[src/rtl/dam_pkg.sv]
package dam_pkg;

  typedef enum logic [2:0] {
    ST_IDLE,
    ST_GAP,
    ST_ZERO,
    ST_SYNC,
    ST_MARK
  } dam_state_e;

  localparam logic [7:0] MFM_GAP_BYTE  = 8'h4E;
  localparam logic [7:0] FM_GAP_BYTE   = 8'hFF;
  localparam logic [7:0] ZERO_BYTE     = 8'h00;
  localparam logic [7:0] MFM_SYNC_BYTE = 8'hA1;
  localparam logic [7:0] MARK_LOW      = 8'hF8;
  localparam logic [7:0] MARK_HIGH     = 8'hFB;
  localparam logic [7:0] MARK_NORMAL   = 8'hFB;

  typedef struct packed {
    logic gap;
    logic zero;
    logic sync;
    logic mark;
    logic deleted;
  } sym_class_t;

endpackage

[src/rtl/dam_rst_sync.sv]
module dam_rst_sync (
  input  logic clk,
  input  logic rst_n,
  output logic rst_sync_n
);
  logic [1:0] stage_q;

  always_ff @(posedge clk or negedge rst_n) begin
    if (!rst_n) stage_q <= 2'b00;
    else        stage_q <= {stage_q[0], 1'b1};
  end

  assign rst_sync_n = stage_q[1];
endmodule

[src/rtl/dam_classify.sv]
module dam_classify
  import dam_pkg::*;
(
  input  logic       mfm_sel,
  input  logic [7:0] sym_byte,
  input  logic       sym_flag,
  output sym_class_t cls
);
  logic in_mark_range;
  logic [7:0] gap_value;

  always_comb begin
    gap_value     = mfm_sel ? MFM_GAP_BYTE : FM_GAP_BYTE;
    in_mark_range = (sym_byte >= MARK_LOW) && (sym_byte <= MARK_HIGH);
    cls.gap       = !sym_flag && (sym_byte == gap_value);
    cls.zero      = !sym_flag && (sym_byte == ZERO_BYTE);
    cls.sync      = mfm_sel && sym_flag && (sym_byte == MFM_SYNC_BYTE);
    cls.mark      = in_mark_range && (mfm_sel ? !sym_flag : sym_flag);
    cls.deleted   = in_mark_range && (sym_byte != MARK_NORMAL);
  end
endmodule

[src/rtl/dam_budget.sv]
module dam_budget #(
  parameter int MFM_BUDGET = 40,
  parameter int FM_BUDGET  = 30
) (
  input  logic clk,
  input  logic rst_n,
  input  logic load,
  input  logic mfm_sel,
  input  logic dec,
  output logic last
);
  localparam int MAX_BUDGET = (MFM_BUDGET > FM_BUDGET) ? MFM_BUDGET : FM_BUDGET;
  localparam int CW = $clog2(MAX_BUDGET + 1);

  logic [CW-1:0] cnt_q, cnt_d;

  always_comb begin
    cnt_d = cnt_q;
    if (load)
      cnt_d = mfm_sel ? CW'(MFM_BUDGET) : CW'(FM_BUDGET);
    else if (dec && (cnt_q != '0))
      cnt_d = cnt_q - CW'(1);
  end

  always_ff @(posedge clk or negedge rst_n) begin
    if (!rst_n)            cnt_q <= '0;
    else if (load || dec)  cnt_q <= cnt_d;
  end

  assign last = (cnt_q == CW'(1));

  p_budget_bound_r5: assert property (@(posedge clk) disable iff (!rst_n)
    cnt_q <= CW'(MAX_BUDGET));

  // the sequencer never spends budget that is already gone
  p_no_underflow_r5: assert property (@(posedge clk) disable iff (!rst_n)
    (dec && !load) |-> (cnt_q != '0));
endmodule

[src/rtl/dam_fsm.sv]
module dam_fsm
  import dam_pkg::*;
#(
  parameter int SYNC_COUNT = 3
) (
  input  logic       clk,
  input  logic       rst_n,
  input  logic       start,
  input  logic       mfm_mode,
  input  logic       sym_valid,
  input  sym_class_t cls,
  input  logic       bud_last,
  output logic       busy,
  output logic       mfm_q,
  output logic       bud_load,
  output logic       bud_dec,
  output logic       ev_found,
  output logic       ev_missing,
  output logic       ev_deleted,
  output logic       ev_preset,
  output logic       ev_feed
);
  localparam int SW = $clog2(SYNC_COUNT + 1);

  dam_state_e    state_q, state_d;
  logic [SW-1:0] sync_q, sync_d;
  logic          mode_d;
  logic          exhaust;

  always_comb begin
    state_d    = state_q;
    sync_d     = sync_q;
    mode_d     = mfm_q;
    bud_load   = 1'b0;
    bud_dec    = 1'b0;
    ev_found   = 1'b0;
    ev_missing = 1'b0;
    ev_deleted = 1'b0;
    ev_preset  = 1'b0;
    ev_feed    = 1'b0;
    exhaust    = 1'b0;
    unique case (state_q)
      ST_IDLE: begin
        if (start) begin
          state_d  = ST_GAP;
          mode_d   = mfm_mode;
          bud_load = 1'b1;
        end
      end
      ST_GAP: begin
        if (sym_valid) begin
          if (cls.gap) begin
            bud_dec = 1'b1;
            exhaust = bud_last;
          end else if (cls.zero) begin
            state_d = ST_ZERO;
          end else begin
            ev_missing = 1'b1;
            state_d    = ST_IDLE;
          end
        end
      end
      ST_ZERO: begin
        if (sym_valid) begin
          if (cls.zero) begin
            ev_preset = 1'b1;
            bud_dec   = 1'b1;
            exhaust   = bud_last;
          end else if (mfm_q && cls.sync) begin
            ev_preset = 1'b1;
            ev_feed   = 1'b1;
            if (SYNC_COUNT > 1) begin
              state_d = ST_SYNC;
              sync_d  = SW'(SYNC_COUNT - 1);
            end else begin
              state_d = ST_MARK;
            end
          end else if (!mfm_q && cls.mark) begin
            ev_preset  = 1'b1;
            ev_feed    = 1'b1;
            ev_found   = 1'b1;
            ev_deleted = cls.deleted;
            state_d    = ST_IDLE;
          end else begin
            ev_missing = 1'b1;
            state_d    = ST_IDLE;
          end
        end
      end
      ST_SYNC: begin
        if (sym_valid) begin
          if (cls.sync) begin
            ev_feed = 1'b1;
            sync_d  = sync_q - SW'(1);
            if (sync_q == SW'(1)) state_d = ST_MARK;
          end else begin
            ev_missing = 1'b1;
            state_d    = ST_IDLE;
          end
        end
      end
      ST_MARK: begin
        if (sym_valid) begin
          if (cls.mark) begin
            ev_feed    = 1'b1;
            ev_found   = 1'b1;
            ev_deleted = cls.deleted;
          end else begin
            ev_missing = 1'b1;
          end
          state_d = ST_IDLE;
        end
      end
      default: state_d = ST_IDLE;
    endcase

    if (exhaust) begin
      ev_preset = 1'b1;
      if (mfm_q) begin
        state_d = ST_SYNC;
        sync_d  = SW'(SYNC_COUNT);
      end else begin
        state_d = ST_MARK;
      end
    end
  end

  always_ff @(posedge clk or negedge rst_n) begin
    if (!rst_n) begin
      state_q <= ST_IDLE;
      sync_q  <= '0;
      mfm_q   <= 1'b0;
    end else if (sym_valid || start) begin
      state_q <= state_d;
      sync_q  <= sync_d;
      mfm_q   <= mode_d;
    end
  end

  assign busy = (state_q != ST_IDLE);

  p_start_opens_r2: assert property (@(posedge clk) disable iff (!rst_n)
    (state_q == ST_IDLE && start) |=> (state_q == ST_GAP));

  p_mode_locked_r2: assert property (@(posedge clk) disable iff (!rst_n)
    (state_q != ST_IDLE) |=> $stable(mfm_q));

  p_stall_holds_r12: assert property (@(posedge clk) disable iff (!rst_n)
    (state_q != ST_IDLE && !sym_valid) |=> ($stable(state_q) && $stable(sync_q)));

  p_sync_mfm_only_r7: assert property (@(posedge clk) disable iff (!rst_n)
    (state_q == ST_SYNC) |-> (mfm_q && sync_q != '0));
endmodule

[src/rtl/dam_result.sv]
module dam_result (
  input  logic       clk,
  input  logic       rst_n,
  input  logic       ev_found,
  input  logic       ev_missing,
  input  logic       ev_deleted,
  input  logic       ev_preset,
  input  logic       ev_feed,
  input  logic [7:0] sym_byte,
  output logic       found_q,
  output logic       missing_q,
  output logic       deleted_q,
  output logic       preset_q,
  output logic       feed_q,
  output logic [7:0] crc_byte_q
);
  logic       deleted_d;
  logic [7:0] crc_byte_d;

  always_comb begin
    deleted_d  = ev_found ? ev_deleted : deleted_q;
    crc_byte_d = ev_feed  ? sym_byte   : crc_byte_q;
  end

  always_ff @(posedge clk or negedge rst_n) begin
    if (!rst_n) begin
      found_q   <= 1'b0;
      missing_q <= 1'b0;
      preset_q  <= 1'b0;
      feed_q    <= 1'b0;
    end else begin
      found_q   <= ev_found;
      missing_q <= ev_missing;
      preset_q  <= ev_preset;
      feed_q    <= ev_feed;
    end
  end

  always_ff @(posedge clk or negedge rst_n) begin
    if (!rst_n)        deleted_q <= 1'b0;
    else if (ev_found) deleted_q <= deleted_d;
  end

  always_ff @(posedge clk or negedge rst_n) begin
    if (!rst_n)       crc_byte_q <= 8'h00;
    else if (ev_feed) crc_byte_q <= crc_byte_d;
  end

  p_one_outcome_r11: assert property (@(posedge clk) disable iff (!rst_n)
    !(found_q && missing_q));

  p_deleted_hold_r9: assert property (@(posedge clk) disable iff (!rst_n)
    !found_q |-> $stable(deleted_q));
endmodule

[src/rtl/data_mark_finder.sv]
module data_mark_finder
  import dam_pkg::*;
#(
  parameter int MFM_BUDGET = 40,
  parameter int FM_BUDGET  = 30,
  parameter int SYNC_COUNT = 3
) (
  input  logic       clk,
  input  logic       rst_n,
  input  logic       start,
  input  logic       mfm_mode,
  input  logic       sym_valid,
  input  logic [7:0] sym_byte,
  input  logic       sym_flag,
  output logic       busy,
  output logic       mark_found,
  output logic       mark_missing,
  output logic       mark_deleted,
  output logic       crc_preset,
  output logic       crc_feed,
  output logic [7:0] crc_byte
);
  logic       rst_int_n;
  logic       mfm_q;
  sym_class_t cls;
  logic       bud_load, bud_dec, bud_last;
  logic       ev_found, ev_missing, ev_deleted, ev_preset, ev_feed;

  dam_rst_sync u_rst_sync (
    .clk        (clk),
    .rst_n      (rst_n),
    .rst_sync_n (rst_int_n)
  );

  dam_classify u_classify (
    .mfm_sel  (mfm_q),
    .sym_byte (sym_byte),
    .sym_flag (sym_flag),
    .cls      (cls)
  );

  dam_budget #(
    .MFM_BUDGET (MFM_BUDGET),
    .FM_BUDGET  (FM_BUDGET)
  ) u_budget (
    .clk     (clk),
    .rst_n   (rst_int_n),
    .load    (bud_load),
    .mfm_sel (mfm_mode),
    .dec     (bud_dec),
    .last    (bud_last)
  );

  dam_fsm #(
    .SYNC_COUNT (SYNC_COUNT)
  ) u_fsm (
    .clk        (clk),
    .rst_n      (rst_int_n),
    .start      (start),
    .mfm_mode   (mfm_mode),
    .sym_valid  (sym_valid),
    .cls        (cls),
    .bud_last   (bud_last),
    .busy       (busy),
    .mfm_q      (mfm_q),
    .bud_load   (bud_load),
    .bud_dec    (bud_dec),
    .ev_found   (ev_found),
    .ev_missing (ev_missing),
    .ev_deleted (ev_deleted),
    .ev_preset  (ev_preset),
    .ev_feed    (ev_feed)
  );

  dam_result u_result (
    .clk        (clk),
    .rst_n      (rst_int_n),
    .ev_found   (ev_found),
    .ev_missing (ev_missing),
    .ev_deleted (ev_deleted),
    .ev_preset  (ev_preset),
    .ev_feed    (ev_feed),
    .sym_byte   (sym_byte),
    .found_q    (mark_found),
    .missing_q  (mark_missing),
    .deleted_q  (mark_deleted),
    .preset_q   (crc_preset),
    .feed_q     (crc_feed),
    .crc_byte_q (crc_byte)
  );

  p_result_idle_r11: assert property (@(posedge clk) disable iff (!rst_int_n)
    (mark_found || mark_missing) |-> !busy);

  p_idle_quiet_r1: assert property (@(posedge clk) disable iff (!rst_int_n)
    (!busy && !start) |=> !(mark_found || mark_missing || crc_feed || crc_preset));

  p_feed_in_search_r10: assert property (@(posedge clk) disable iff (!rst_int_n)
    crc_feed |-> $past(busy));
endmodule

[config.mk]
export PLATFORM = sky130hd
export DESIGN_NAME = data_mark_finder
export DESIGN_NICKNAME = d
export VERILOG_FILES = /design/src/rtl/dam_pkg.sv /design/src/rtl/dam_rst_sync.sv /design/src/rtl/dam_classify.sv /design/src/rtl/dam_budget.sv /design/src/rtl/dam_fsm.sv /design/src/rtl/dam_result.sv /design/src/rtl/data_mark_finder.sv
export SDC_FILE = /design/constraint.sdc
export NUM_CORES = 1
export LEC_CHECK = 0
export BUFFER_PORTS_ARGS = -buffer_cell sky130_fd_sc_hd__buf_2
export CORE_ASPECT_RATIO = 0.7
export CORE_MARGIN = 2
export CORE_UTILIZATION = 45
export DETAILED_ROUTE_END_ITERATION = 10
export HOLD_SLACK_MARGIN = 0.15
export PLACE_DENSITY = 0.7
export SYNTH_ARGS = -nofsm -noshare
export SYNTH_HDL_FRONTEND = slang
export SYNTH_HIERARCHICAL = 1
export SYNTH_SLANG_ARGS = --single-unit
export TNS_END_PERCENT = 20
[constraint.sdc]
create_clock -name clk -period 2.4 [get_ports clk]
set_clock_uncertainty 0.15 [all_clocks]
set_input_delay 0.36 -clock clk [delete_from_list [all_inputs] [get_ports clk]]
set_output_delay 0.36 -clock clk [all_outputs]
set_load 0.05 [all_outputs]
### Word-level counts from Yosys, hierarchy flattened

Cells that the tools add are included.

* register bits: 27
* word-level logic and storage cells: 129

* add/sub/neg operators: 2
* mux-type cells: 75
* reduce and logical (&&, ||, !) cells: 22
* order comparisons: 2
* eq/ne operators: 17

Operators by type and width (count)
* $mux 1: 43
* $mux 3: 11
* $ne 3x2->1 const B: 7
* $mux 2: 9
* $mux 6: 3
* $pmux 3 s5: 1
* $logic_and 1x1->1: 10
* $reduce_and 9->1: 1
* $eq 8x8->1: 1
* $eq 8x8->1 const B: 1
* $ge 8x8->1 const B: 1
* $le 8x8->1 const B: 1
* $logic_not 8->1: 1
* $mux 8: 1
* $ne 8x8->1 const B: 1
* $pmux 1 s2: 4
* $eq 3x2->1 const B: 2
* $eq 6x1->1 const B: 1
* $reduce_bool 6->1: 1
* $sub 6x1->6 const B: 1
* $ne 4x4->1 const B: 1
* $pmux 1 s4: 1
* $pmux 2 s2: 1
* $eq 3x1->1 const B: 1
* 11 further kinds: 13

### Longest topological paths before layout

Gate-level depths: netlist of the first run.

* word-level depth: 10
* gate-level depth with buffers: 9
* depth with buffers taken out: 8

### Hierarchy

Netlist of the first run, hierarchy kept.

By module, submodules not included
* dam_fsm: cells each 86, instances 1, sequential area each 150.1 um2, area each 725.7 um2
* dam_result: cells each 23, instances 1, sequential area each 325.3 um2, area each 467.9 um2
* dam_budget: cells each 43, instances 1, sequential area each 150.1 um2, area each 404.1 um2
* dam_classify: cells each 17, instances 1, sequential area each 0.0 um2, area each 122.6 um2
* dam_rst_sync: cells each 3, instances 1, sequential area each 50.0 um2, area each 53.8 um2

### Least setup slack after synthesis of the first run

Ideal clock, no wire load.

* kind: input port to flip-flop
* start: in sym_byte[3]
* end: reg u_budget.cnt_q[5]
* stages on the path: 8
* required time: 2180 ps
* path slack: -530 ps
* setup time: 70 ps
* arrival time: 2711 ps
* path buffers: 1
* path through: or4_4 -> nor4_1 -> buf_2 -> nand3b_4 -> a21oi_1 -> or4b_4 -> or4_1 -> nand3_1

RTL lines
* from (decl): line data_mark_finder.sv:13 `input logic [7:0] sym_byte,`
* to (signal assigned): line dam_budget.sv:27 `else if (load || dec) cnt_q <= cnt_d;`
* to (decl): line dam_budget.sv:15 `logic [CW-1:0] cnt_q, cnt_d;`

==> results of run 1 <==
-- final cells by class --
cell class                      count  area (sq um)  area share, %
Sequential cell                    27           676           28.3
Clock buffer                        4          45.0           1.88
Timing Repair Buffer               66           463           19.4
Multi-Input combinational cell    128          1110           46.3
Inverter                            9          33.8           1.41
Tap cell                           52          65.1           2.72
-- worst min-delay path: stages --
cell	delay, ns
sky130_fd_sc_hd__buf_2	0.09
sky130_fd_sc_hd__nand2_1	0.04
sky130_fd_sc_hd__o21ai_0	0.07
-- per-stage QoR --
stage / instance area (sq um) / TNS, ns
2_1_floorplan: 1820 / -1.54
3_3_place_gp: 2210 / -6.64
3_5_place_dp: 2210 / -7.71
4_1_cts: 2310 / -0.446
5_1_grt: 2390 / -1.48
6_report: 2390 / -0.937
-- per-layer routing --
metal / routed length (um) / vias to the layer above / global-route usage (%)
met4: 47 / 0 / 4.68
met1: 2150 / 753 / 29.4
met2: 2150 / 29 / 33.5
met3: 137 / 5 / 4.18
li1: - / 752 / -
met5: 0 / - / 0
-- cell usage in the layout, fill, tap and decap left out, types with 2 or more instances in the layout --
cell                            instances
sky130_fd_sc_hd__a21boi_0               2
sky130_fd_sc_hd__mux2_2                 2
sky130_fd_sc_hd__nand3b_1               2
sky130_fd_sc_hd__and2_1                 2
sky130_fd_sc_hd__nor3_1                 2
sky130_fd_sc_hd__nor3b_1                4
sky130_fd_sc_hd__inv_1                  9
sky130_fd_sc_hd__dfrtp_1               27
sky130_fd_sc_hd__buf_2                 25
sky130_fd_sc_hd__nand2b_1               6
sky130_fd_sc_hd__nor2_1                10
sky130_fd_sc_hd__o211a_1                2
sky130_fd_sc_hd__buf_4                 32
sky130_fd_sc_hd__a21oi_1               10
sky130_fd_sc_hd__ha_1                   5
sky130_fd_sc_hd__o21bai_1               2
sky130_fd_sc_hd__or3_4                  2
sky130_fd_sc_hd__nand3b_4               2
sky130_fd_sc_hd__or2b_1                 2
sky130_fd_sc_hd__dlygate4sd3_1          3
sky130_fd_sc_hd__nand2_1               13
sky130_fd_sc_hd__and4_1                 2
sky130_fd_sc_hd__or3_1                  2
sky130_fd_sc_hd__buf_6                  6
sky130_fd_sc_hd__clkbuf_8               3
sky130_fd_sc_hd__o21ai_1                2
sky130_fd_sc_hd__nand3_1                2
sky130_fd_sc_hd__o31a_1                 5
sky130_fd_sc_hd__mux2_4                10
sky130_fd_sc_hd__nor2b_1                3
-- report_power, final --
part	switching (mW)	total, mW	internal (mW)
clock network	0.146	0.265	0.119
registers	0.0906	0.614	0.524
logic	0.418	0.769	0.351
-- kinds of logic after synthesis --
kind of cell / share of synthesized area [%]
AO/OA/AOI/OAI: 17.9
adder cells (fa/ha/maj): 3.53
buffers and inverters: 5.01
flip-flops: 38.1
multiplexers: 9.87
other: 0.211
AND/OR/NAND/NOR: 25.4
-- path summary, 6_finish.rpt --
check | start | endpoint | slack (ns) | cells past startpoint
setup / recovery | sym_byte[0] | u_budget/cnt_q[5] | -0.20 | 10
hold / removal | mfm_mode | u_fsm/mfm_q | 0.18 | 3
setup reg to reg | u_fsm/mfm_q | u_budget/cnt_q[5] | -0.19 | 8
hold reg to reg | u_rst_sync/stage_q[0] | u_rst_sync/stage_q[1] | 0.21 | 0
max in group asynchronous | u_rst_sync/stage_q[1] | u_budget/cnt_q[3] | 1.26 | 1
min in group asynchronous | rst_n | u_rst_sync/stage_q[0] | 0.24 | 2
-- state kept, by name (all words and copies together) (netlist names) --
| register | cells |
|---|---|
| u_budget/cnt_q | 6 |
| u_fsm/mfm_q | 1 |
| u_fsm/sync_q | 2 |
| u_result/found_q | 1 |
| u_result/deleted_q | 1 |
| u_result/feed_q | 1 |
| u_result/missing_q | 1 |
| u_fsm/state_q | 3 |
| u_result/preset_q | 1 |
| u_result/crc_byte_q | 8 |
| u_rst_sync/stage_q | 2 |
-- timing repair --
item	CTS	global route
endpoints found under the setup margin	15	16
cloned	0	0
hold endpoints to repair	10	0
hold buffers	3	0
buffers inserted	0	3
resized for setup	5	13
pin swaps	2	4
==> impl_metrics.sql, run 1 <==
INSERT INTO impl_metrics (metric_group, metric, value, unit) VALUES
('floorplan', 'num_rows', '19', ''),
('finish', 'insertedDiodeCount', '0', ''),
('placed_design', 'buffer_ports.inserted', '27', ''),
('drt', 'drt-total-wl', '4490', 'um'),
('synth', 'synth_edf_count', '0', ''),
('worst_setup_path', 'timing.critical_path.slowest_cell_delay', '0.50', 'ns'),
('drt', 'route.antenna.remaining_nets', '0', ''),
('synth', 'synth.net_count', '191', ''),
('cts', 'clock_pin_transition_on_the_worst_setup_and_hold_timing_paths', '0.09', 'ns'),
('worst_hold_path', 'min_path_type', 'input pin to register', ''),
('floorplan', 'io_pins', '28', ''),
('placed_design', 'place.gp.congestion', '0.893', ''),
('drt', 'drt_iter0_markers', '107', ''),
('synth', 'ys_seq_elements', '27', ''),
('global_routing', 'initial_antenna_violation_count', '0', ''),
('global_routing', 'grt_first_pass_wirelength', '7240', 'um'),
('sta', 'finalMaxSlewViolations', '0', ''),
('cts', 'tritoncts_clock_tree', 'done', ''),
('sta', 'worst_slew_pin_slew', '0.644', 'ns'),
('power_and_ir_drop', 'leakage', '1.17', 'nW'),
('finish', 'n_fill_cell', '323', ''),
('cts', 'ctsHtreeMaxLevel', '1', ''),
('synth', 'post_synth_most_frequent_cells', '27 x sky130_fd_sc_hd__dfrtp_1, 14 x sky130_fd_sc_hd__nand2_1, 11 x sky130_fd_sc_hd__a21oi_1, 10 x sky130_fd_sc_hd__nor2_1, 9 x sky130_fd_sc_hd__inv_1', ''),
('finish', 'final_cells', '286', ''),
('power_and_ir_drop', 'power-per-cell-area', '690', 'nW/um^2'),
('floorplan', 'die_w', '79.1', 'um'),
('sta', 'hold_violations', '0', ''),
('drt', 'post-route-drc-count', '0', ''),
('worst_setup_path', 'ws_path_type', 'input pin to register', ''),
('finish', 'layout-drive-gt1-share', '42.3', '%'),
('worst_setup_path', 'crit_path_start_kind', 'input pin', ''),
('synth', 'synth_top_area_cell', 'sky130_fd_sc_hd__dfrtp_1', ''),
('finish', 'finish.utilization', '62.1', '%'),
('synth', 'syn_inst', '172', ''),
('drt', 'detail_route.first_pass.iterations', '4', ''),
('synth', 'post_synth_main_area_contributors', 'sky130_fd_sc_hd__dfrtp_1 38%, sky130_fd_sc_hd__mux2_4 6.8%, sky130_fd_sc_hd__ha_1 3.5%', ''),
('cts', 'ctsRootBufferMaster', 'sky130_fd_sc_hd__clkbuf_8', ''),
('worst_setup_path', 'crit_arrival', '2.66', 'ns'),
('sta', 'maxClockFrequency', '0.385', 'GHz'),
('cts', 'cts_buffers', '3', ''),
('synth', 'synth-async-reset-ratio', '100', '%'),
('worst_setup_path', 'cp_cell_sequence', 'buf_6, or3_4, buf_6, nor4_4, buf_4, nand3b_4, a21oi_4, or4b_4, or4_1, nand3_1', ''),
('global_routing', 'maximum_number_of_pins_on_one_net_before_global_route_repair', '18', ''),
('synth', 'synthesis.yosys.warnings', '6', ''),
('sta', 'fin_worst_hold_slack', '0.177', 'ns'),
('finish', 'finish.net_count', '254', ''),
('cts', 'cts_num_sinks', '27', ''),
('floorplan', 'die_footprint', '4470', 'sq um'),
('global_routing', 'gr-usage-all-layers', '20.9', '%'),
('worst_setup_path', 'setup_crit_end_kind', 'register', ''),
('sta', 'final_critical_path_setup_slack', '-0.197', 'ns'),
('synth', 'synthesis.area', '1770', 'sq um'),
('status', 'violations', 'negative setup slack', ''),
('sta', 'setup_repair_after_global_routing_missed_its_margin', 'true', ''),
('cts', 'insertion_delay', '0.28', 'ns'),
('floorplan', 'die_y', '56.5', 'um'),
('global_routing', 'sum_of_overflow_across_all_layers_after_global_routing', '0', ''),
('status', 'status', 'complete, but fails checks', ''),
('worst_setup_path', 'critical_path.n_buffers_inverters', '3', ''),
('drt', 'vias', '1539', ''),
('sta', 'setup_violations', '12', ''),
('placed_design', 'detailed_place_hpwl', '3240', 'um'),
('worst_setup_path', 'critical-path-slowest-cell', 'sky130_fd_sc_hd__or4b_4', ''),
('power_and_ir_drop', 'peakVddDrop', '0.382', 'mV'),
('drt', 'route.detailed.vias_per_inst', '5.38', ''),
('power_and_ir_drop', 'design_power_total', '1.65', 'mW'),
('synth', 'synth.lib_cells_used.distinct', '57', ''),
('placed_design', 'pre_cts_slack', '-0.546', 'ns'),
('floorplan', 'core_area', '3850', 'sq um'),
('synth', 'synth_top_cell_area_share', '38.1', '%'),
('sta', 'timing.final.crit_period', '2.60', 'ns');
(Power assumes the default switching activity.)
==> run 2: changes to the inputs <==
- CTS_CLUSTER_SIZE: not set -> 14
- PLACE_DENSITY: 0.7 -> 0.66
- RECOVER_POWER: not set -> 50
==> run 2 against run 1 <==
Net effect: the run still ends with negative setup slack left; hold slack lost 0.0022 ns; flip-flop and latch count is the same; die area is the same; count of clock-buffer cells in the layout shrank 1; sequential share of layout area grew 0.16 points; power shrank 1.6%; global-route usage grew 0.083 points; setup slack gained 0.011 ns; final cell count shrank 1.0%; largest cell class unchanged.
==> impl_metrics.sql, run 2 (synthesis results as in run 1) <==
INSERT INTO impl_metrics (metric_group, metric, value, unit) VALUES
('power_and_ir_drop', 'leakage', '1.15', 'nW'),
('status', 'violations', 'negative setup slack', ''),
('power_and_ir_drop', 'share_of_total_power_in_sequential_cells', '38.0', '%'),
('sta', 'maxClockFrequency', '0.387', 'GHz'),
('finish', 'finish.utilization', '61.7', '%'),
('floorplan', 'core_area', '3850', 'sq um'),
('drt', 'post-route-drc-count', '0', ''),
('global_routing', 'initial_antenna_violation_count', '0', ''),
('floorplan', 'die_y', '56.5', 'um'),
('sta', 'final_critical_path_setup_slack', '-0.186', 'ns'),
('drt', 'route.antenna.remaining_nets', '0', ''),
('placed_design', 'buffer_ports.inserted', '27', ''),
('global_routing', 'sum_of_overflow_across_all_layers_after_global_routing', '0', ''),
('sta', 'timing.final.crit_period', '2.59', 'ns'),
('finish', 'final_cells', '283', ''),
('worst_setup_path', 'setup_crit_end_kind', 'register', ''),
('power_and_ir_drop', 'switching_share', '40.3', '%'),
('sta', 'timing.slew.headroom', '39.5', '%'),
('cts', 'insertion_delay', '0.28', 'ns'),
('status', 'status', 'complete, but fails checks', ''),
('sta', 'setup_violations', '3', ''),
('cts', 'cts_num_sinks', '27', ''),
('power_and_ir_drop', 'power-per-cell-area', '683', 'nW/um^2'),
('run', 'drv.max_cap_violation_count', '0', ''),
('worst_hold_path', 'min_delay_path_depth', '3', ''),
('finish', 'area_growth_syn_to_layout', '33.9', '%'),
('drt', 'route.detailed.wl_per_inst', '15.8', 'um'),
('cts', 'ctsHtreeMaxLevel', '1', ''),
('global_routing', 'gr-usage-all-layers', '21.0', '%'),
('finish', 'most-common-layout-cells', '28 x sky130_fd_sc_hd__buf_4, 27 x sky130_fd_sc_hd__dfrtp_1, 24 x sky130_fd_sc_hd__buf_2', ''),
('cts', 'cts_buffers', '3', ''),
('worst_setup_path', 'crit_arrival', '2.66', 'ns'),
('cts', 'tritoncts_clock_tree', 'done', ''),
('worst_setup_path', 'ws_path_type', 'register to register', ''),
('placed_design', 'place_inst', '273', ''),
('cts', 'ctsRootBufferMaster', 'sky130_fd_sc_hd__clkbuf_8', ''),
('placed_design', 'detailed_place_hpwl', '3350', 'um'),
('cts', 'clk_path_buf_depth', '2', ''),
('global_routing', 'grt_first_pass_wirelength', '7380', 'um'),
('worst_hold_path', 'min_path_type', 'input pin to register', ''),
('sta', 'finalMaxSlewViolations', '0', ''),
('placed_design', 'placedInstanceArea', '2180', 'sq um'),
('sta', 'hold_violations', '0', ''),
('drt', 'drt-total-wl', '4480', 'um'),
('worst_setup_path', 'worstRegToRegCells', '8', ''),
('finish', 'largest_registers', 'u_result/crc_byte_q (8), u_budget/cnt_q (6), u_fsm/state_q (3)', ''),
('power_and_ir_drop', 'comb_power_share', '45.9', '%'),
('floorplan', 'die_w', '79.1', 'um'),
('drt', 'detail_route.first_pass.iterations', '6', ''),
('finish', 'sequential_cell_area', '676', 'sq um'),
('floorplan', 'die_footprint', '4470', 'sq um'),
('finish', 'design_area', '2380', 'sq um'),
('drt', 'route.detailed.vias_per_inst', '5.55', ''),
('finish', 'mostFrequentLayoutCell', 'sky130_fd_sc_hd__buf_4', ''),
('cts', 'clock_pin_transition_on_the_worst_setup_and_hold_timing_paths', '0.10', 'ns'),
('floorplan', 'io_pins', '28', ''),
('finish', 'top_register', 'u_result/crc_byte_q', ''),
('worst_setup_path', 'crit_path_start_kind', 'register', ''),
('finish', 'insertedDiodeCount', '0', ''),
('global_routing', 'number_of_global_route_vias_before_repair', '1588', ''),
('power_and_ir_drop', 'cellInternalPower', '0.968', 'mW'),
('floorplan', 'initial_cell_density_of_the_core', '46.1', '%'),
('sta', 'fin_worst_hold_slack', '0.175', 'ns'),
('finish', 'largest_register_ffs', '8', ''),
('finish', 'footprint_of_the_multi_input_gates', '1130', 'sq um'),
('power_and_ir_drop', 'switchingPower', '0.655', 'mW'),
('sta', 'worst_slew_pin_slew', '0.908', 'ns'),
('power_and_ir_drop', 'clock_power_share', '16.1', '%'),
('floorplan', 'num_rows', '19', ''),
('sta', 'setup_repair_after_global_routing_missed_its_margin', 'true', ''),
('sta', 'timing.final.crit_share', '108', '%'),
('worst_setup_path', 'critical_path_peak_fanout', '4', ''),
('finish', 'layout-drive-gt1-share', '43.3', '%'),
('global_routing', 'maximum_number_of_pins_on_one_net_before_global_route_repair', '18', ''),
('finish', 'finish.net_count', '251', ''),
('drt', 'drt_iter0_markers', '119', ''),
('placed_design', 'place.gp.congestion', '0.831', ''),
('finish', 'n_fill_cell', '335', ''),
('power_and_ir_drop', 'peakVddDrop', '0.522', 'mV'),
('power_and_ir_drop', 'design_power_total', '1.62', 'mW'),
('worst_setup_path', 'worst-endpoint-required', '2.47', 'ns'),
('drt', 'vias', '1572', '');
## run 2: cell types whose count changed in the layout (fill, tap and decap cells not counted), sizes merged
cell    change
o21a        +1
buf         -6
clkbuf      +1
clkinv      +1
## run 2: final cells by class
cell class | instances | share of cell area (%)
sequential | 27 | 28.4
timing repair buffer | 62 | 17.9
tap | 52 | 2.74
multi-input combinational | 129 | 47.6
clock buffer | 3 | 1.74
clock inverter | 1 | 0.211
inverter | 9 | 1.42
## run 2: path summary, 6_finish.rpt
check | startpoint | end | slack (ns)
min in group asynchronous | rst_n | u_rst_sync/stage_q[0] | 0.23
max in group asynchronous | u_rst_sync/stage_q[1] | u_fsm/mfm_q | 0.67
hold reg to reg | u_rst_sync/stage_q[0] | u_rst_sync/stage_q[1] | 0.22
setup reg to reg | u_fsm/mfm_q | u_budget/cnt_q[5] | -0.19
hold / removal | mfm_mode | u_fsm/mfm_q | 0.17
setup / recovery | u_fsm/mfm_q | u_budget/cnt_q[5] | -0.19
## run 2: critical path: stages (launching register included)
cell	delay, ns
sky130_fd_sc_hd__dfrtp_1	0.41
sky130_fd_sc_hd__or2b_1	0.23
sky130_fd_sc_hd__o22ai_1	0.12
sky130_fd_sc_hd__nor4b_4	0.31
sky130_fd_sc_hd__nand3b_4	0.14
sky130_fd_sc_hd__a21oi_4	0.17
sky130_fd_sc_hd__or4b_4	0.50
sky130_fd_sc_hd__or4_4	0.42
sky130_fd_sc_hd__nand3_1	0.09
## run 2: power by group through the flow
stage	Sequential [mW]	Combinational, mW	Clock, mW
5_1_grt	0.627	0.813	0.294
2_1_floorplan	0.655	0.433	0
4_1_cts	0.612	0.707	0.270
3_5_place_dp	0.621	0.684	0
6_report	0.616	0.744	0.262
3_3_place_gp	0.615	0.659	0
## run 2: timing repair
item	4_1_cts	5_1_grt
cloned	0	1
endpoints found under the hold margin	10	0
endpoints found under the setup margin	16	20
buffers inserted	0	2
pin swaps	5	4
resized for setup	4	18
hold buffers	3	0
## run 2: per-stage QoR
stage / setup WS, ns / setup TNS (ns)
3_5_place_dp: -0.564 / -8.30
3_3_place_gp: -0.481 / -6.86
2_1_floorplan: -0.379 / -1.54
6_report: -0.186 / -0.320
4_1_cts: -0.207 / -0.675
5_1_grt: -0.285 / -1.38
## run 2: layer usage
| layer | wire length (um) | global-route usage [%] | share of wire [%] |
|---|---|---|---|
| met1 | 2020 | 28.7 | 45 |
| met2 | 2270 | 36.2 | 51 |
| met3 | 167 | 3.38 | 3.7 |
| met4 | 15 | 2.96 | 0.34 |
| met5 | 0 | 0 | 0 |
==> run 3: changes to the inputs <==
- SETUP_SLACK_MARGIN: not set -> 0.15
==> run 3 against run 2 <==
Net effect: the flow still finishes with violations (negative setup slack); cell area grew 2.4%; largest cell class unchanged; global-route usage rose by 0.38 points; maximum frequency rose by 0.27%; setup slack improved by 0.0069 ns; sequential power about the same; hold slack lost 0.0060 ns; register-to-register slack barely moved; count of clock-buffer cells in the layout unchanged; largest power group unchanged; core utilization rose by 1.5 points; critical path type unchanged.
==> impl_metrics.sql, run 3 (synthesis results as in run 1) <==
INSERT INTO impl_metrics (metric_group, metric, value, unit) VALUES
('drt', 'route.detailed.vias_per_inst', '5.46', ''),
('drt', 'drt_iter0_markers', '92', ''),
('global_routing', 'maximum_number_of_pins_on_one_net_before_global_route_repair', '18', ''),
('finish', 'largest_register_ffs', '8', ''),
('status', 'status', 'complete, but fails checks', ''),
('sta', 'worst_slew_pin_slew', '0.921', 'ns'),
('global_routing', 'number_of_global_route_vias_before_repair', '1630', ''),
('sta', 'maxClockFrequency', '0.388', 'GHz'),
('worst_setup_path', 'cp_cell_sequence', 'or2b_1, o22ai_1, nor4b_4, nand3b_4, a21oi_4, or4b_4, or4_4, nand3_2', ''),
('sta', 'setup_repair_after_global_routing_missed_its_margin', 'true', ''),
('global_routing', 'initial_antenna_violation_count', '0', ''),
('run', 'drv.max_cap_violation_count', '0', ''),
('floorplan', 'io_pins', '28', ''),
('floorplan', 'initial_cell_density_of_the_core', '46.1', '%'),
('cts', 'clock_pin_transition_on_the_worst_setup_and_hold_timing_paths', '0.09', 'ns'),
('sta', 'hold_violations', '0', ''),
('sta', 'finalMaxSlewViolations', '0', ''),
('cts', 'insertion_delay', '0.27', 'ns'),
('sta', 'fin_worst_hold_slack', '0.169', 'ns'),
('cts', 'ctsHtreeMaxLevel', '1', ''),
('finish', 'area_growth_syn_to_layout', '37.2', '%'),
('worst_setup_path', 'critPathTopFamily', 'simple AND/OR/NAND/NOR gates', ''),
('finish', 'n_fill_cell', '326', ''),
('placed_design', 'buffer_ports.inserted', '27', ''),
('finish', 'insertedDiodeCount', '0', ''),
('sta', 'timing.slew.headroom', '38.6', '%'),
('finish', 'mostFrequentLayoutCell', 'sky130_fd_sc_hd__buf_4', ''),
('global_routing', 'grt_first_pass_wirelength', '7510', 'um'),
('finish', 'most-common-layout-cells', '29 x sky130_fd_sc_hd__buf_4, 27 x sky130_fd_sc_hd__dfrtp_1, 24 x sky130_fd_sc_hd__buf_2', ''),
('power_and_ir_drop', 'design_power_total', '1.62', 'mW'),
('cts', 'ctsRootBufferMaster', 'sky130_fd_sc_hd__clkbuf_8', ''),
('floorplan', 'die_footprint', '4470', 'sq um'),
('worst_setup_path', 'setup_crit_end_kind', 'register', ''),
('worst_hold_path', 'min_path_type', 'input pin to register', ''),
('finish', 'finish.net_count', '256', ''),
('cts', 'tritoncts_clock_tree', 'done', ''),
('worst_setup_path', 'startpoint_of_the_most_critical_setup_path', 'u_fsm/mfm_q', ''),
('cts', 'clk_path_buf_depth', '2', ''),
('sta', 'timing.final.crit_period', '2.58', 'ns'),
('worst_setup_path', 'timing.critical_path.slowest_cell_delay', '0.50', 'ns'),
('floorplan', 'die_y', '56.5', 'um'),
('cts', 'cts_num_sinks', '27', ''),
('power_and_ir_drop', 'power-per-cell-area', '665', 'nW/um^2'),
('worst_hold_path', 'hold_path.startpoint', 'mfm_mode', ''),
('placed_design', 'place.gp.congestion', '0.831', ''),
('worst_setup_path', 'crit_path_start_kind', 'register', ''),
('drt', 'detail_route.first_pass.iterations', '4', ''),
('placed_design', 'detailed_place_hpwl', '3350', 'um'),
('drt', 'post-route-drc-count', '0', ''),
('worst_setup_path', 'critical-path-slowest-cell', 'sky130_fd_sc_hd__or4b_4', ''),
('worst_setup_path', 'critical_path.n_buffers_inverters', '0', ''),
('global_routing', 'sum_of_overflow_across_all_layers_after_global_routing', '0', ''),
('drt', 'route.antenna.remaining_nets', '0', ''),
('global_routing', 'gr-usage-all-layers', '21.4', '%'),
('status', 'violations', 'negative setup slack', ''),
('power_and_ir_drop', 'leakage', '1.19', 'nW'),
('worst_setup_path', 'critical_path_peak_fanout', '4', ''),
('worst_setup_path', 'r2r-start', 'u_fsm/mfm_q', ''),
('sta', 'timing.final.crit_share', '107', '%'),
('finish', 'layout-drive-gt1-share', '44.5', '%'),
('finish', 'largest_registers', 'u_result/crc_byte_q (8), u_budget/cnt_q (6), u_fsm/state_q (3)', ''),
('floorplan', 'die_w', '79.1', 'um'),
('power_and_ir_drop', 'peakVddDrop', '0.504', 'mV'),
('sta', 'setup_violations', '4', ''),
('sta', 'final_critical_path_setup_slack', '-0.179', 'ns'),
('finish', 'top_register', 'u_result/crc_byte_q', ''),
('worst_setup_path', 'ws_path_type', 'register to register', ''),
('drt', 'route.detailed.wl_per_inst', '15.3', 'um'),
('drt', 'drt-total-wl', '4400', 'um'),
('worst_setup_path', 'crit_arrival', '2.65', 'ns'),
('worst_setup_path', 'worst-endpoint-required', '2.47', 'ns'),
('cts', 'cts_buffers', '3', ''),
('drt', 'vias', '1572', ''),
('floorplan', 'core_area', '3850', 'sq um'),
('floorplan', 'num_rows', '19', '');
==> run 3: metal layers <==
metal  part of all wire (%)  GRT usage [%]
met1                     46           29.1
met2                     51           36.9
met3                    2.6           3.38
met4                   0.34           3.20
met5                      0              0
==> run 3: worst paths after layout <==
kind,cells after the start,slack (ns),end
max,8,-0.18,u_budget/cnt_q[5]
min,3,0.17,u_fsm/mfm_q
max in group asynchronous,2,0.66,u_fsm/state_q[1]
min reg2reg,0,0.22,u_rst_sync/stage_q[1]
min in group asynchronous,2,0.23,u_rst_sync/stage_q[0]
max reg2reg,8,-0.18,u_budget/cnt_q[5]
==> run 3: timing repair <==
action / CTS / global route
pin swaps: 11 / 8
setup endpoints to repair: 21 / 22
resized for setup: 17 / 11
hold buffers: 3 / 0
gates cloned: 1 / 0
buffers inserted: 2 / 5
endpoints found under the hold margin: 10 / 0
==> run 3: where the power goes <==
group | leakage [nW] | switching [mW] | internal (mW)
sequential | 0.351 | 0.0903 | 0.524
combinational | 0.812 | 0.410 | 0.335
clock | 0.0255 | 0.142 | 0.116
==> run 3: cell type report <==
class	instances	area (sq um)	area share (%)
repair buffers	67	477	19.6
clock buffers	3	41.3	1.70
clock inverters	1	5.00	0.206
flip-flops and latches	27	676	27.8
inverters	9	33.8	1.39
multi-input cells	129	1140	46.7
well taps	52	65.1	2.67
==> run 3: tightest hold or removal path: cells and delay by family <==
| kind | cells | cell delay [ns] |
|---|---|---|
| buf+inv | 1 | 0.09 |
| compound gates | 1 | 0.06 |
| simple gates | 1 | 0.04 |
==> run 3: through the flow <==
step	TNS [ns]	cells	setup slack (ns)	area (sq um)	utilization, %
after global placement	-6.86	273	-0.481	2180	56.7
after global routing	-1.14	288	-0.244	2430	63.2
after CTS	-0.372	283	-0.207	2370	61.4
after floorplan	-1.54	172	-0.379	1820	-
after detailed placement	-8.30	273	-0.564	2180	56.7
final	-0.420	288	-0.179	2430	63.2
